`src/rtl/pirq_pkg.sv`:
```
package pirq_pkg;
    localparam int CR_W     = 8;
    localparam int SEL_W    = 3;
    localparam int SEL_LSB  = 4;
    localparam int FLAG_POS = SEL_LSB + SEL_W;

    typedef enum logic {
        FLAG_IDLE   = 1'b0,
        FLAG_RAISED = 1'b1
    } flag_state_t;
endpackage

```
`src/rtl/pirq_tap_select.sv`:
```
module pirq_tap_select #(
    parameter int N_TAPS = 6,
    parameter int SEL_W  = 3
) (
    input  logic              clk,
    input  logic              rst_n,
    input  logic [N_TAPS-1:0] tap_i,
    input  logic [SEL_W-1:0]  sel_i,
    output logic              tick_o,
    output logic              active_o
);
    logic [N_TAPS-1:0] tap_q;
    logic [N_TAPS-1:0] rise;

    // Every tap keeps its own history, so a change of selection cannot
    // produce an edge that never happened on the newly chosen tap.
    always_ff @(posedge clk) begin
        if (!rst_n) tap_q <= '0;
        else        tap_q <= tap_i;
    end

    for (genvar g = 0; g < N_TAPS; g++) begin : g_rise
        assign rise[g] = tap_i[g] & ~tap_q[g];
    end

    always_comb begin
        tick_o   = 1'b0;
        active_o = 1'b0;
        for (int i = 0; i < N_TAPS; i++) begin
            if (sel_i == SEL_W'(i + 1)) begin
                tick_o   = rise[i];
                active_o = 1'b1;
            end
        end
    end
endmodule

```
`src/rtl/pirq_flag_fsm.sv`:
```
module pirq_flag_fsm
    import pirq_pkg::*;
(
    input  logic clk,
    input  logic rst_n,
    input  logic tick_i,
    input  logic clr_i,
    output logic flag_o
);
    flag_state_t state_q, state_d;

    always_comb begin
        state_d = state_q;
        unique case (state_q)
            FLAG_IDLE:   if (tick_i)           state_d = FLAG_RAISED;
            FLAG_RAISED: if (clr_i && !tick_i) state_d = FLAG_IDLE;
        endcase
    end

    always_ff @(posedge clk) begin
        if (!rst_n) state_q <= FLAG_IDLE;
        else        state_q <= state_d;
    end

    always_comb begin
        flag_o = (state_q == FLAG_RAISED);
    end
endmodule

```
`src/rtl/pirq_merge.sv`:
```
module pirq_merge #(
    parameter bit SHARED_IRQ = 1'b0,
    parameter int IRQ_W      = 3
) (
    input  logic             per_req_i,
    input  logic             carry_req_i,
    input  logic             alarm_req_i,
    output logic [IRQ_W-1:0] irq_o
);
    if (SHARED_IRQ) begin : g_shared
        assign irq_o = IRQ_W'(per_req_i | carry_req_i | alarm_req_i);
    end else begin : g_split
        assign irq_o = IRQ_W'({alarm_req_i, carry_req_i, per_req_i});
    end
endmodule

```
`src/rtl/periodic_irq_gen.sv`:
```
module periodic_irq_gen
    import pirq_pkg::*;
#(
    parameter int  N_TAPS     = 6,
    parameter bit  SHARED_IRQ = 1'b0,
    localparam int IRQ_W      = SHARED_IRQ ? 1 : 3
) (
    input  logic              clk,
    input  logic              rst_n,
    input  logic [N_TAPS-1:0] tap_i,
    input  logic              cr_wr_i,
    input  logic [CR_W-1:0]   cr_wdata_i,
    output logic [CR_W-1:0]   cr_rdata_o,
    input  logic              carry_req_i,
    input  logic              alarm_req_i,
    output logic [IRQ_W-1:0]  irq_o
);
    logic [SEL_W-1:0] sel_q;
    logic             tick;
    logic             active;
    logic             flag;
    logic             clr;
    logic             per_req;
    logic             wdata_unused;

    assign wdata_unused = ^cr_wdata_i[SEL_LSB-1:0];

    always_ff @(posedge clk) begin
        if (!rst_n)       sel_q <= '0;
        else if (cr_wr_i) sel_q <= cr_wdata_i[SEL_LSB +: SEL_W];
    end

    assign clr = cr_wr_i & ~cr_wdata_i[FLAG_POS];

    pirq_tap_select #(.N_TAPS(N_TAPS), .SEL_W(SEL_W)) u_tap_sel (
        .clk      (clk),
        .rst_n    (rst_n),
        .tap_i    (tap_i),
        .sel_i    (sel_q),
        .tick_o   (tick),
        .active_o (active)
    );

    pirq_flag_fsm u_flag (
        .clk    (clk),
        .rst_n  (rst_n),
        .tick_i (tick),
        .clr_i  (clr),
        .flag_o (flag)
    );

    assign per_req = flag & active;

    pirq_merge #(.SHARED_IRQ(SHARED_IRQ), .IRQ_W(IRQ_W)) u_merge (
        .per_req_i   (per_req),
        .carry_req_i (carry_req_i),
        .alarm_req_i (alarm_req_i),
        .irq_o       (irq_o)
    );

    always_comb begin
        cr_rdata_o                    = '0;
        cr_rdata_o[FLAG_POS]          = flag;
        cr_rdata_o[SEL_LSB +: SEL_W]  = sel_q;
    end
endmodule

```
`config.mk`:
```
export PLATFORM = sky130hd
export DESIGN_NAME = periodic_irq_gen
export DESIGN_NICKNAME = d
export VERILOG_FILES = /design/src/rtl/pirq_pkg.sv /design/src/rtl/pirq_tap_select.sv /design/src/rtl/pirq_flag_fsm.sv /design/src/rtl/pirq_merge.sv /design/src/rtl/periodic_irq_gen.sv
export SDC_FILE = /design/constraint.sdc
export NUM_CORES = 1
export LEC_CHECK = 0
export ABC_AREA = 1
export CAP_MARGIN = 20
export CORE_AREA = 2 2 39 41
export CTS_BUF_LIST = sky130_fd_sc_hd__clkbuf_4 sky130_fd_sc_hd__clkbuf_8
export CTS_CLUSTER_SIZE = 12
export DETAILED_ROUTE_END_ITERATION = 7
export DIE_AREA = 0 0 41 43
export PLACE_DENSITY = 0.87
export SETUP_SLACK_MARGIN = 0.4
export SLEW_MARGIN = 25
export SYNTH_ARGS = -nofsm -noshare
export SYNTH_HDL_FRONTEND = slang
export SYNTH_HIERARCHICAL = 1
export SYNTH_SLANG_ARGS = --single-unit
```
`constraint.sdc`:
```
create_clock -name clk -period 2.75 [get_ports clk]
set_input_delay 0.275 -clock clk [delete_from_list [all_inputs] [get_ports clk]]
set_output_delay 0.275 -clock clk [all_outputs]
set_load 0.01 [all_outputs]
```
==> impl_metrics.json <==
{
  "status": "complete, no violations",
  "fin_setup_tns_ps": 0,
  "crit_arrival_ps": 1590,
  "mostFrequentLayoutCells": "nand2_1 (25), inv_1 (21), clkdlybuf4s50_1 (17)",
  "ctsResizeCount": 0,
  "hold_buffers": 0,
  "fmax_mhz": 537,
  "rsz0062_at_grt": "false",
  "rrSetupSlack_ps": 1740,
  "hold_class": "reg -> reg",
  "drtIter0Drc": 10,
  "yosys_warnings": 6,
  "yosysTopAreaCellShare_pct": 38.7,
  "cp_data_required_time_ps": 2480,
  "postRouteAntennaNets": 0,
  "cts_made_buffers": 3,
  "die_w_um": 41,
  "antennaDiodeCount": 0,
  "drv_slew": 0,
  "vias": 481,
  "path_clk_slew_ps": 70,
  "insertion_delay_ps": 270,
  "finalClockSkew_ps": 0.127,
  "reg2reg_from": "sel_q[1]",
  "wl_um": 935,
  "start_kind": "flip-flop",
  "remaining_drc_errors": 0,
  "dp_hpwl_um": 734,
  "grt_max_degree": 11,
  "routed_via_density": 4.18,
  "p_leak_nw": 0.387,
  "final_common_cell": "nand2_1",
  "drive_gt1_share_pct": 5.05,
  "fin_nets": 119,
  "path_class": "reg -> out",
  "core_um2": 1380,
  "power.total_uw": 359,
  "clock-sinks": 10,
  "synth_top_cell_by_area": "dfxtp_1",
  "syn2layout_area_growth_pct": 34.4,
  "floorplan.initialDensity_pct": 37.3,
  "peakVddDrop_mv": 0.285,
  "cts_setup_buffers": 0,
  "antenna_found_initial": 0,
  "synthesis.area_um2": 517,
  "pin_count": 30,
  "hold-path-cell-count": 2,
  "synth_seq_cells": 10,
  "timing.final.crit_share_pct": 67.7,
  "io_buffers": 17,
  "root_buffer": "clkbuf_4",
  "crit_start": "sel_q[0]",
  "finalSetupViolations": 0,
  "yosys-top-cells-area": "dfxtp_1 (39%), nand2_1 (18%), inv_1 (15%)",
  "avgSynthCellArea_um2": 6.23,
  "synth_cells": 83,
  "grt_pass1_vias": 385,
  "cts_tree": "done",
  "post-route-min-period_ps": 1860,
  "rr_worst_depth": 6,
  "wire_per_inst_um": 8.13,
  "grt_overflow": 0,
  "place_area_um2": 658,
  "holdCritStartpoint": "u_flag/flag_o",
  "utilization_pct": 50.2,
  "synth-seq-area-share_pct": 38.7,
  "grt.total_usage_pct": 14.3,
  "grt_pass1_wl_mm": 1.54,
  "fp-row-count": 14,
  "holdWs_ps": 490,
  "cts_buffer_depth": 2,
  "crit_path_end_kind": "output pin",
  "die_y_um": 43,
  "fp.dieArea_um2": 1760,
  "holdPathEnd": "u_flag/flag_o",
  "cp_max_fo": 7,
  "powerDensity_nw_per_um2": 517,
  "drtPass1Iterations": 4,
  "r2r_end": "u_flag/flag_o",
  "synth_cell_types": 11,
  "h-tree-depth": 1,
  "finalInstanceArea_um2": 694,
  "routabilityCongestion": 0.728,
  "cap_violations": 0,
  "hold_viol": 0
}
## state kept, by name, summed over array words and instances, names as in the netlist
| register | count |
|---|---|
| u_tap_sel/tap_q | 6 |
| u_flag/flag_o | 1 |
| sel_q | 3 |
## worst max-delay path: stages, from the launching register on
cell	delay (ps)
dfxtp_1	430
nor2_1	90
o21ai_0	170
nand2_1	60
inv_1	50
clkdlybuf4s50_1	520
## per-layer routing
layer	global-route usage (%)	share of wire (%)	vias up	routed length [µm]
li1	-	-	253	-
met1	14.7	39	210	368
met2	20.0	49	14	462
met3	6.28	6.5	4	61
met4	14.0	4.5	0	42
met5	0	0	-	0
## synth_stat cells (all sizes together)
master and number:
buf 8, o21ai 2, nor2 12, nand4 1
a21oi 2, conb 1, nand3 1, nand2 25
inv 21, dfxtp 10
## kinds of logic (layout without fill, tap and decap cells)
logic type	count (synthesis)	in the layout	share of synthesized area, %
other cells	1	4	0.726
buf+inv	29	42	26.9
compound gates	4	4	4.60
flops	10	10	38.7
simple gates	39	39	29.1
## stage by stage
step                setup slack (ps)  std cells
floorplan                       1610         86
global placement                1190        111
global route                     732        115
detailed placement              1180        111
CTS                              878        115
finish                           889        115
## area by class of cell
| cell class | instances | area [µm²] |
|---|---|---|
| Clock buffer | 4 | 36.3 |
| Fill cell | 143 | 689 |
| Inverter | 21 | 78.8 |
| Multi-Input combinational cell | 47 | 189 |
| Sequential cell | 10 | 200 |
| Tap cell | 16 | 20.0 |
| Timing Repair Buffer | 17 | 170 |
## report_power, final
| part | leakage (nW) | internal (mW) | switching (mW) |
|---|---|---|---|
| Sequential | 0.0832 | 0.154 | 0.00713 |
| Combinational | 0.283 | 0.0353 | 0.0286 |
| Clock | 0.0210 | 0.0805 | 0.0533 |
## worst max-delay path by stage
| stage | end | slack (ps) |
|---|---|---|
| after floorplan | irq_o[0] | 1610 |
| after global placement | irq_o[0] | 1190 |
| after detailed placement | irq_o[0] | 1180 |
| after CTS | irq_o[0] | 880 |
| after global routing | irq_o[0] | 730 |
| final | irq_o[0] | 890 |
No activity file was read; power rests on OpenSTA's default activity.
